<file path="src/rtl/whq_pkg.sv">
package whq_pkg;

  localparam int unsigned SYNC_DEPTH = 2;
  localparam int unsigned CMP_W      = 2;
  localparam int unsigned LO_IDX     = 0;
  localparam int unsigned HI_IDX     = 1;

  // Pending-event flag: starts on an enabled rise, ends on fall or disable.
  function automatic logic next_armed(input logic en, input logic armed,
                                      input logic rise, input logic fall);
    if (!en)       return 1'b0;
    else if (fall) return 1'b0;
    else if (rise) return 1'b1;
    else           return armed;
  endfunction

  // Veto flag: set by any sampled upper crossing, consumed by the lower fall.
  function automatic logic next_veto(input logic en, input logic veto,
                                     input logic hi, input logic fall);
    if (!en || fall) return 1'b0;
    else             return veto | hi;
  endfunction

  function automatic logic qualifies(input logic en, input logic armed,
                                     input logic veto, input logic hi,
                                     input logic fall);
    return en & fall & armed & ~veto & ~hi;
  endfunction

endpackage

</file>
<file path="src/rtl/whq_sync.sv">
module whq_sync #(
  parameter int unsigned W      = 2,
  parameter int unsigned STAGES = 2
) (
  input  logic         clk,
  input  logic         rst_n,
  input  logic [W-1:0] d,
  output logic [W-1:0] q
);

  logic [W-1:0] chain [STAGES];

  for (genvar g = 0; g < STAGES; g++) begin : g_stage
    if (g == 0) begin : g_first
      always_ff @(posedge clk or negedge rst_n) begin
        if (!rst_n) chain[g] <= '0;
        else        chain[g] <= d;
      end
    end else begin : g_next
      always_ff @(posedge clk or negedge rst_n) begin
        if (!rst_n) chain[g] <= '0;
        else        chain[g] <= chain[g-1];
      end
    end
  end

  assign q = chain[STAGES-1];

endmodule

</file>
<file path="src/rtl/whq_edge.sv">
module whq_edge (
  input  logic clk,
  input  logic rst_n,
  input  logic lvl,
  output logic rise,
  output logic fall
);

  logic lvl_d;

  always_ff @(posedge clk or negedge rst_n) begin
    if (!rst_n) lvl_d <= 1'b0;
    else        lvl_d <= lvl;
  end

  assign rise = lvl & ~lvl_d;
  assign fall = ~lvl & lvl_d;

endmodule

</file>
<file path="src/rtl/whq_qualify.sv">
module whq_qualify
  import whq_pkg::*;
(
  input  logic clk,
  input  logic rst_n,
  input  logic en,
  input  logic lo_rise,
  input  logic lo_fall,
  input  logic hi_lvl,
  output logic armed,
  output logic veto,
  output logic hit,
  output logic strobe
);

  assign hit = qualifies(en, armed, veto, hi_lvl, lo_fall);

  always_ff @(posedge clk or negedge rst_n) begin
    if (!rst_n) begin
      armed  <= 1'b0;
      veto   <= 1'b0;
      strobe <= 1'b0;
    end else begin
      armed  <= next_armed(en, armed, lo_rise, lo_fall);
      veto   <= next_veto(en, veto, hi_lvl, lo_fall);
      strobe <= hit;
    end
  end

endmodule

</file>
<file path="src/rtl/win_hit_qual.sv">
module win_hit_qual
  import whq_pkg::*;
#(
  parameter int unsigned SYNC_STAGES = SYNC_DEPTH
) (
  input  logic clk,
  input  logic rst_n,
  input  logic en,
  input  logic lo_cmp,
  input  logic hi_cmp,
  output logic hit_stb
);

  logic [CMP_W-1:0] cmp_raw;
  logic [CMP_W-1:0] cmp_sync;
  logic lo_s, hi_s;
  logic lo_rise, lo_fall;
  logic ev_armed, ev_veto, ev_hit;

  assign cmp_raw[LO_IDX] = lo_cmp;
  assign cmp_raw[HI_IDX] = hi_cmp;

  whq_sync #(.W(CMP_W), .STAGES(SYNC_STAGES)) u_sync (
    .clk(clk), .rst_n(rst_n), .d(cmp_raw), .q(cmp_sync)
  );

  assign lo_s = cmp_sync[LO_IDX];
  assign hi_s = cmp_sync[HI_IDX];

  whq_edge u_edge (
    .clk(clk), .rst_n(rst_n), .lvl(lo_s), .rise(lo_rise), .fall(lo_fall)
  );

  whq_qualify u_qual (
    .clk(clk), .rst_n(rst_n), .en(en),
    .lo_rise(lo_rise), .lo_fall(lo_fall), .hi_lvl(hi_s),
    .armed(ev_armed), .veto(ev_veto), .hit(ev_hit), .strobe(hit_stb)
  );

endmodule

</file>
<file path="config.mk">
export PLATFORM = sky130hd
export DESIGN_NAME = win_hit_qual
export DESIGN_NICKNAME = d
export VERILOG_FILES = /design/src/rtl/whq_pkg.sv /design/src/rtl/whq_sync.sv /design/src/rtl/whq_edge.sv /design/src/rtl/whq_qualify.sv /design/src/rtl/win_hit_qual.sv
export SDC_FILE = /design/constraint.sdc
export NUM_CORES = 1
export LEC_CHECK = 0
export CAP_MARGIN = 20
export CORE_AREA = 2 2 39 41
export CTS_CLUSTER_SIZE = 20
export DETAILED_ROUTE_END_ITERATION = 16
export DIE_AREA = 0 0 41 43
export GPL_TIMING_DRIVEN = 0
export PLACE_DENSITY = 0.38
export SKIP_CTS_REPAIR_TIMING = 1
export SYNTH_ARGS = -nofsm -noshare
export SYNTH_HDL_FRONTEND = slang
export SYNTH_SLANG_ARGS = --single-unit
</file>
<file path="constraint.sdc">
create_clock -name clk -period 1.2 [get_ports clk]
set_input_delay 0.18 -clock clk [delete_from_list [all_inputs] [get_ports clk]]
set_output_delay 0.18 -clock clk [all_outputs]
set_load 0.005 [all_outputs]
</file>
# Word-level counts from Yosys, hierarchy flattened
# Index checks and enable logic that the tools add are counted.
totals:
  output_inout_bits: 1
  word_cells: 24
  reg_bits: 8
  inputBits: 5
classes:
  bitwise_logic: 11
  muxes: 4
  eq_ne: 1
  n_reduce_logical: 2
ops:
  columns: ["op", "count"]
  rows:
  - ["1-bit AND", 6]
  - ["1-bit 2-to-1 mux", 4]
  - ["1-bit NOT", 4]
  - ["3-bit by 1-bit != test with 1-bit output (second input constant)", 1]
  - ["1-bit logical NOT", 1]
  - ["1-bit logical OR", 1]
  - ["1-bit bitwise OR", 1]

# Longest topological paths before layout
# Gate-level depths: netlist of the first run.
depth:
  ltp_word: 6
  mapped_depth: 2
  ltp_nobuf: 2

# Hierarchy
# A second synthesis of the first run with hierarchy kept.
unflattened:
  cells_unflattened: 18
  hier_area_um2: 260.2
by_module_without_submodules:
  columns: ["module", "seq_area_each_um2", "instances", "cells_each", "area_each_um2"]
  rows:
  - ["whq_sync", 100.1, 1, 6, 115.1]
  - ["whq_qualify", 75.1, 1, 9, 105.1]
  - ["whq_edge", 25.0, 1, 3, 40.0]

# Worst setup path before layout of the first run
# Ideal clock, no wire load.
synth_timing:
  path_type: "register to register"
  startpoint: "reg u_sync.chain, in the netlist u_sync.q[0]"
  endpoint: "reg u_qual.armed"
  required_time_ps: 1080
  path_slack_ps: 343
  path_stages_with_launch: 3
  synth_period_minus_slack_ps: 857
  n_path_buf: 0
  arrival_time_ps: 737
  path_cell_list: "dfrtp_1 -> nand2b_1 -> a31o_1"
synth_via:
  elab_chain_cells: 4
  word_cells_on_any_way: 6
  cone_classes: "eq/ne (1); mux (2); bitwise (3)"
synth_rtl:
  columns: ["element", "line", "source"]
  rows:
  - ["start: declaration", "whq_sync.sv:11", "logic [W-1:0] chain [STAGES];"]
  - ["start signal: indexed assignment", "whq_sync.sv:22", "else chain[g] <= chain[g-1];"]
  - ["1-bit NOT", "whq_edge.sv:17", "assign fall = ~lvl & lvl_d;"]
  - ["1-bit AND", "whq_edge.sv:17", null]
  - ["1-bit 2-to-1 mux", "whq_pkg.sv:12", "else if (fall) return 1'b0;"]
  - ["1-bit 2-to-1 mux", "whq_pkg.sv:11", "if (!en) return 1'b0;"]
  - ["end signal: assignment", "whq_qualify.sv:24", "armed <= next_armed(en, armed, lo_rise, lo_fall);"]
  - ["end: declaration", "whq_qualify.sv:10", "output logic armed,"]
# Parallel ways exist; a longest one is shown, timed or not.
# A chain may end at the register's enable or synchronous reset.

# Final worst setup path of the first run
layout_timing:
  startpoint: "reg u_qual.strobe"
  endpoint: "out hit_stb"
layout_lines:
  columns: ["element", "line", "source"]
  rows:
  - ["start: declaration", "whq_qualify.sv:13", "output logic strobe"]
  - ["start signal: assignment", "whq_qualify.sv:26", "strobe <= hit;"]
  - ["end: declaration", "win_hit_qual.sv:11", "output logic hit_stb"]
# No word-level cell between the ends.

==> results of run 1 <==
cell usage after synthesis (all sizes together):
library cell	count	share of area, %
dfrtp	8	80
a31o	1	3.5
o211a	1	4.0
and3b	1	3.5
nor4	1	5.0
nand2b	1	2.5
nand2	1	1.5
area by class of cell:
type                    instances  area (um2)  share of cell area, %
flip-flops and latches          8       200.2                  57.97
repair buffers                  5       52.55                  15.22
multi-input cells               6       50.05                  14.49
clock buffers                   3       22.52                  6.522
well taps                      16       20.02                  5.797
power by group through the flow:
stage	combinational (uW)	sequential [uW]	clock, uW
2_1_floorplan	8.41	293	0
3_3_place_gp	28.6	294	0
3_5_place_dp	29.6	295	0
4_1_cts	29.5	290	210
5_1_grt	32.7	291	231
6_report	28.4	290	199
registers in the layout (all words and copies together), names as in the netlist:
name           flops
u_sync.chain       2
u_qual.strobe      1
u_qual.veto        1
u_qual.armed       1
u_edge.lvl_d       1
u_sync.q           2
logic make-up after synthesis:
logic type | count (synthesis)
simple gates | 4
compound gates | 2
flops | 8
how the worst min path moves through the flow:
stage                                     end                       from  cells after the start  slack [ns]
detailed placement      u_sync.q[0]$_DFF_PN0_  u_sync.chain[2]$_DFF_PN0_                      0        0.34
floorplan              u_edge.lvl_d$_DFF_PN0_                      rst_n                      0       -0.12
CTS                    u_edge.lvl_d$_DFF_PN0_                      rst_n                      1        0.21
finish               u_qual.armed$_DFFE_PN0P_                      rst_n                      1        0.21
global route        u_sync.chain[2]$_DFF_PN0_                      rst_n                      1        0.24
global placement        u_sync.q[1]$_DFF_PN0_  u_sync.chain[3]$_DFF_PN0_                      0        0.33
routing by layer:
metal  share of wire (%)  vias up  wire length (um)  GRT usage [%]
li1                    -       66                 -              -
met1                  39       66               140          6.689
met5                   0        -                 0              0
met2                  50        6               180          7.187
met3                  11        0                38          4.712
met4                   0        0                 0          8.000
through the flow:
stage / TNS (ns) / setup WS (ns) / power [uW]
final: 0 / 0.2844 / 517.2
after global routing: 0 / 0.2410 / 554.5
after CTS: -0.04422 / -0.04422 / 529.9
after detailed placement: 0 / 0.04010 / 324.3
after global placement: 0 / 0.06642 / 322.5
after floorplan: 0 / 0.3429 / 301.5
==> out/metrics.cfg, run 1 <==
[run_status]
status=completed

[setup_path]
path_depth=1
critical_path.max_fanout=1
reg2reg_slack_ns=0.30
cp.required_ns=1.02
critPathTopFamily=flip-flops
worstSetupPathType=flip-flop to output pin
cpMaxStageDelayCell=dfrtp_1
endpoint=hit_stb
cp_slowest_stage_delay_ns=0.35
crit_buf_inv=1
cp-start-kind=flip-flop
worstPathCellList=dlymetal6s2s_1
reg2reg_from=u_sync.q[0]$_DFF_PN0_
cp-end-kind=output pin
r2r_cells=2
startpoint=u_qual.strobe$_DFF_PN0_
reg2reg_to=u_qual.armed$_DFFE_PN0P_
worst_ep_arrival_time_ns=0.74

[cells_and_area]
n_fill_cell=140
fin_cells=38
area_growth_pct=38.00
layout_common_cells=8 x dfrtp_1, 4 x clkdlybuf4s50_1, 3 x clkbuf_4
antenna-diode-count=0
drive_gt1_share_pct=18.18
final_common_cell=dfrtp_1
final_nets=29
final_util_pct=24.95
postLayoutCellArea_um2=345.3

[timing]
setup_viol=0
maxSlewViolCount=0
worst_pin_slew_ns=0.3623
max_slew_margin_pct=75.77
fmax_mhz=1092
fin_crit_sh_pct=76.30
post-route-min-period_ns=0.9156
clock-skew-final_ns=0.001560
rsz0062_at_grt=no
hold_violations=0
hold_ws_ns=0.2104

[die]
start_util_pct=18.08
rows=14
core_area_um2=1384
die_w_um=41
die_y_um=43
pin_count=6
die_area_um2=1763

[logic_synthesis]
synth-simple-area-share_pct=12.50
synth_compound_area_share_pct=7.500
syn_area_um2=250.2
yosysSeqAreaShare_pct=80.00
synth_nets=19
yosys_warnings=0
synth_top_family_by_area=simple AND/OR/NAND/NOR gates
syn_area_per_cell_um2=17.87
synth_mux_area_share_pct=0
ys_types=7
yosys_register_bits=8
synthAdderAreaFrac_pct=0
synthXorXnorAreaFrac_pct=0
synth_cells=14

[clock_tree]
cts_tree=done
cts_buffers=3
clkSinkCount=8
clock-root-buffer=clkbuf_4
clk-insertion-delay-late_ns=0.25
clk_pin_slew_ns=0.05
htree_levels=1
clk_path_buf_depth=2

[global_route]
grtUsageTotal_pct=6.504
grt_max_degree=9
grt_pass1_vias=157
grt_pass1_wl_um=641
antenna_found_initial=0
overflow=0

[drt]
drcViolationCount=0
routed-via-count=138
ant_nets=0
vias_per_cell=3.632
wl_per_cell_um=9.447
drtIter0Drc=0
first_pass_iters=1
postRouteWirelength_um=359

[worst_hold_path]
hold_path.class=primary input to asynchronous set/reset pin

[power_and_ir_drop]
switchingPower_uw=102.5
p_seq_share_pct=56.0
power.leakage_uw=0.0001733
internal_power_uw=414.7
pwr-share-clk_pct=38.5
p_per_area_nw_per_um2=1498
ir_drop_uv=457.3
combPwrFrac_pct=5.5
swShare_pct=19.82

[placement]
io_buffers=5
dp.cells=35
place.gp.congestion=0.5625
place_area_um2=320.3

[job]
drv_cap=0

No activity file was read; power rests on OpenSTA's default activity.
==> inputs of run 2 (changes only) <==
==> constraint.sdc (replaced) <==
create_clock -name clk -period 0.9 [get_ports clk]
set_input_delay 0.135 -clock clk [delete_from_list [all_inputs] [get_ports clk]]
set_output_delay 0.135 -clock clk [all_outputs]
set_load 0.005 [all_outputs]
==> out/metrics.cfg, run 2 (synthesis gave the netlist of run 1 again) <==
[run_status]
status=completed

[clock_tree]
cts_buffers=3
cts_tree=done
clk-insertion-delay-late_ns=0.25
clock-root-buffer=clkbuf_4
clk_path_buf_depth=2
clkSinkCount=8
clk_pin_slew_ns=0.05
htree_levels=1

[timing]
worst_pin_slew_ns=0.3629
clock-skew-final_ns=0.001560
fin_crit_sh_pct=95.34
hold_violations=0
maxSlewViolCount=0
max_slew_margin_pct=75.73
setup_viol=0
fmax_mhz=1165
post-route-min-period_ns=0.8580
rsz0062_at_grt=no

[setup_path]
worstPathCellList=nand2b_4 > a31o_1
worstSetupPathType=flip-flop to flip-flop
cp_slowest_stage_delay_ns=0.38
cp-end-kind=flip-flop
reg2reg_slack_ns=0.04
critical_path.max_fanout=3
cpMaxStageDelayCell=dfrtp_1
cp-start-kind=flip-flop
worst_ep_arrival_time_ns=0.99
cp.required_ns=1.04
reg2reg_to=u_qual.armed$_DFFE_PN0P_
reg2reg_from=u_sync.q[0]$_DFF_PN0_
r2r_cells=2

[power_and_ir_drop]
ir_drop_uv=609.7
p_per_area_nw_per_um2=1975
power.leakage_uw=0.0001666

[placement]
place_area_um2=320.3
place.gp.congestion=0.5625
io_buffers=5

[die]
core_area_um2=1384
die_w_um=41
start_util_pct=18.08
pin_count=6
die_y_um=43
die_area_um2=1763
rows=14

[cells_and_area]
antenna-diode-count=0
final_util_pct=25.50
layout_common_cells=8 x dfrtp_1, 4 x clkdlybuf4s50_1, 3 x clkbuf_4
final_nets=30
area_growth_pct=41.00
n_fill_cell=144
multi_input_area_um2=57.56
postLayoutCellArea_um2=352.8
drive_gt1_share_pct=30.43
final_common_cell=dfrtp_1
regArea_um2=200.2

[drt]
drtIter0Drc=0
drcViolationCount=0
first_pass_iters=1
wl_per_cell_um=9.564
vias_per_cell=3.667
routed-via-count=143
postRouteWirelength_um=373
ant_nets=0

[worst_hold_path]
hold_path.class=primary input to asynchronous set/reset pin

[job]
drv_cap=0

[global_route]
grt_max_degree=9
grt_pass1_wl_um=641
antenna_found_initial=0
overflow=0
grtUsageTotal_pct=6.504
grt_pass1_vias=157

## run 2: cell types whose count changed in the layout (fill, tap and decap cells not counted)
cell	previous run	this run
buf_4	0	1
clkbuf_2	0	1
dlymetal6s2s_1	1	0
nand2b_1	1	0
nand2b_4	0	1
## run 2: critical path, delay by kind of cell, from the launching register on
kind,cells,cell delay (ns)
AO/OA/AOI/OAI,1,0.21
AND/OR/NAND/NOR,1,0.15
flip-flops,1,0.38
## run 2: area by class of cell
class	count	share of cell area [%]
multi-input cells	6	16.31
flip-flops and latches	8	56.74
well taps	16	5.674
clock buffers	3	6.383
repair buffers	6	14.89
## run 2: how the worst max path moves through the flow
stage                       startpoint                  endpoint  slack [ns]  cells past startpoint
2_1_floorplan    u_sync.q[0]$_DFF_PN0_  u_qual.armed$_DFFE_PN0P_        0.04                      2
3_3_place_gp                        en  u_qual.armed$_DFFE_PN0P_       -0.19                      3
3_5_place_dp                        en  u_qual.armed$_DFFE_PN0P_       -0.21                      3
4_1_cts        u_qual.strobe$_DFF_PN0_                   hit_stb       -0.30                      1
5_1_grt                             en  u_qual.armed$_DFFE_PN0P_       0.003                      3
6_report         u_sync.q[0]$_DFF_PN0_  u_qual.armed$_DFFE_PN0P_        0.04                      2
## run 2: layer usage
layer | track usage (%) | vias to the layer above | part of all wire [%]
li1 | - | 68 | -
met1 | 6.689 | 69 | 38
met2 | 7.187 | 6 | 52
met3 | 4.712 | 0 | 10
met4 | 8.000 | 0 | 0
met5 | 0 | - | 0
## run 2: stage by stage
stage / power, uW / setup WS (ns) / hold WS, ns / setup TNS, ns / std cells
floorplan: 402.0 / 0.04294 / -0.1606 / 0 / 14
global placement: 430.0 / -0.1886 / 0.3345 / -0.3416 / 35
detailed placement: 432.4 / -0.2149 / 0.3412 / -0.3864 / 35
CTS: 706.6 / -0.2992 / 0.1671 / -0.3124 / 38
global route: 747.0 / 0.003408 / 0.1901 / 0 / 39
finish: 696.9 / 0.04198 / 0.1656 / 0 / 39
## run 2: power breakdown
| part | internal [uW] | switching (uW) | total, uW | leakage [uW] |
|---|---|---|---|---|
| Combinational | 28.1 | 17.0 | 45.1 | 0.0000544 |
| Clock | 152 | 113 | 265 | 0.0000138 |
| Sequential | 378 | 8.60 | 387 | 0.0000983 |
| Total | 558 | 139 | 697 | 0.000167 |
==> inputs of run 3 (changes only) <==
--- a/config.mk
+++ b/config.mk
@@ -12,7 +12,6 @@
 export DIE_AREA = 0 0 41 43
 export GPL_TIMING_DRIVEN = 0
 export PLACE_DENSITY = 0.38
-export SKIP_CTS_REPAIR_TIMING = 1
 export SYNTH_ARGS = -nofsm -noshare
 export SYNTH_HDL_FRONTEND = slang
 export SYNTH_SLANG_ARGS = --single-unit
==> out/metrics.cfg, run 3 (synthesis gave the netlist of run 1 again) <==
[setup_path]
cp-end-kind=flip-flop
critical_path.max_fanout=3
cp.required_ns=1.04
worstSetupPathType=flip-flop to flip-flop
cp-start-kind=flip-flop
worst_ep_arrival_time_ns=0.99

[timing]
clock-skew-final_ns=0.001560
post-route-min-period_ns=0.8580
max_slew_margin_pct=75.73
worst_pin_slew_ns=0.3629
hold_violations=0
setup_viol=0
fin_crit_sh_pct=95.34
maxSlewViolCount=0
rsz0062_at_grt=no
fmax_mhz=1165
layout_setup_ws_ns=0.04198

[die]
core_area_um2=1384
start_util_pct=18.08
pin_count=6
die_w_um=41
die_y_um=43
rows=14
die_area_um2=1763

[drt]
drcViolationCount=0
vias_per_cell=3.667
first_pass_iters=1
wl_per_cell_um=9.564
postRouteWirelength_um=373
wl_met1_um=141
drtIter0Drc=0
met3WireLength_um=38
wl_met2_um=193
routed-via-count=143
ant_nets=0
top_layer_used=met3

[power_and_ir_drop]
swShare_pct=19.92
ir_drop_uv=609.7
internal_power_uw=558.0
switchingPower_uw=138.8
p_per_area_nw_per_um2=1975
pwr-share-clk_pct=38.1
power.leakage_uw=0.0001675
p_seq_share_pct=55.5
combPwrFrac_pct=6.5

[global_route]
grt_max_degree=9
grt_pass1_vias=157
grtUsageTotal_pct=6.504
grt_pass1_wl_um=641
antenna_found_initial=0
overflow=0

[clock_tree]
clkSinkCount=8
clk_path_buf_depth=2
cts_tree=done
clock-root-buffer=clkbuf_4
holdBufCountCts=0
clk_pin_slew_ns=0.05
htree_levels=1
clk-insertion-delay-late_ns=0.25
cts_buffers=3

[cells_and_area]
final_common_cell=dfrtp_1
area_growth_pct=41.00
layout_common_cells=8 x dfrtp_1, 4 x clkdlybuf4s50_1, 3 x clkbuf_4
final_util_pct=25.50
drive_gt1_share_pct=30.43
postLayoutCellArea_um2=352.8
final_nets=30
antenna-diode-count=0

[placement]
place_area_um2=320.3
place.gp.congestion=0.5625
dp_slack_ns=-0.2149
io_buffers=5

[job]
drv_cap=0

[run_status]
status=completed

[worst_hold_path]
hold_path.class=primary input to asynchronous set/reset pin

-- run 3: cell types whose count changed in the layout (fill, tap and decap cells not counted) --
cell      previous run  this run
buf_2                0         1
clkbuf_2             1         0
-- run 3: metrics by stage --
| step | TNS, ns | cells | hold WS [ns] | total power [uW] |
|---|---|---|---|---|
| CTS | 0 | 38 | 0.1671 | 710.1 |
| finish | 0 | 39 | 0.1656 | 696.9 |
| global placement | -0.3416 | 35 | 0.3345 | 430.0 |
| global route | 0 | 39 | 0.1901 | 747.0 |
| detailed placement | -0.3864 | 35 | 0.3412 | 432.4 |
| floorplan | 0 | 14 | -0.1606 | 402.0 |
-- run 3: critical path: stages, from the launching register on --
cell and delay [ns]:
dfrtp_1 0.38, nand2b_4 0.15, a31o_1 0.21
-- run 3: cell type report --
type / count / area, um2
Timing Repair Buffer: 6 / 52.55
Fill cell: 144 / 1031
Multi-Input combinational cell: 6 / 57.56
Sequential cell: 8 / 200.2
Tap cell: 16 / 20.02
Clock buffer: 3 / 22.52
-- run 3: power groups by stage --
stage / sequential [uW] / clock [uW] / combinational, uW
after floorplan: 391 / 0 / 11.2
after global placement: 392 / 0 / 38.2
after detailed placement: 393 / 0 / 39.4
after CTS: 388 / 280 / 41.5
after global routing: 388 / 308 / 51.1
final: 387 / 265 / 45.1
-- run 3: worst paths after layout --
path | cells past startpoint | end | slack [ns] | start
hold / removal | 1 | u_qual.armed$_DFFE_PN0P_ | 0.17 | rst_n
hold reg to reg | 0 | u_sync.q[1]$_DFF_PN0_ | 0.35 | u_sync.chain[3]$_DFF_PN0_
min in group clk | 1 | u_sync.chain[2]$_DFF_PN0_ | 0.32 | lo_cmp
max in group asynchronous | 1 | u_sync.chain[3]$_DFF_PN0_ | 0.47 | rst_n
setup / recovery | 2 | u_qual.armed$_DFFE_PN0P_ | 0.04 | u_sync.q[0]$_DFF_PN0_
setup reg to reg | 2 | u_qual.armed$_DFFE_PN0P_ | 0.04 | u_sync.q[0]$_DFF_PN0_
-- run 3: repair_timing --
| action | CTS | global route |
|---|---|---|
| endpoints found under the hold margin | 0 | 0 |
| resized for setup | 4 | 0 |
| buffers inserted | 0 | 1 |
| endpoints found under the setup margin | 2 | 1 |
-- run 3: layer usage --
layer	global-route usage, %	vias up
li1	-	68
met1	6.689	69
met2	7.187	6
met3	4.712	0
met4	8.000	0
met5	0	-
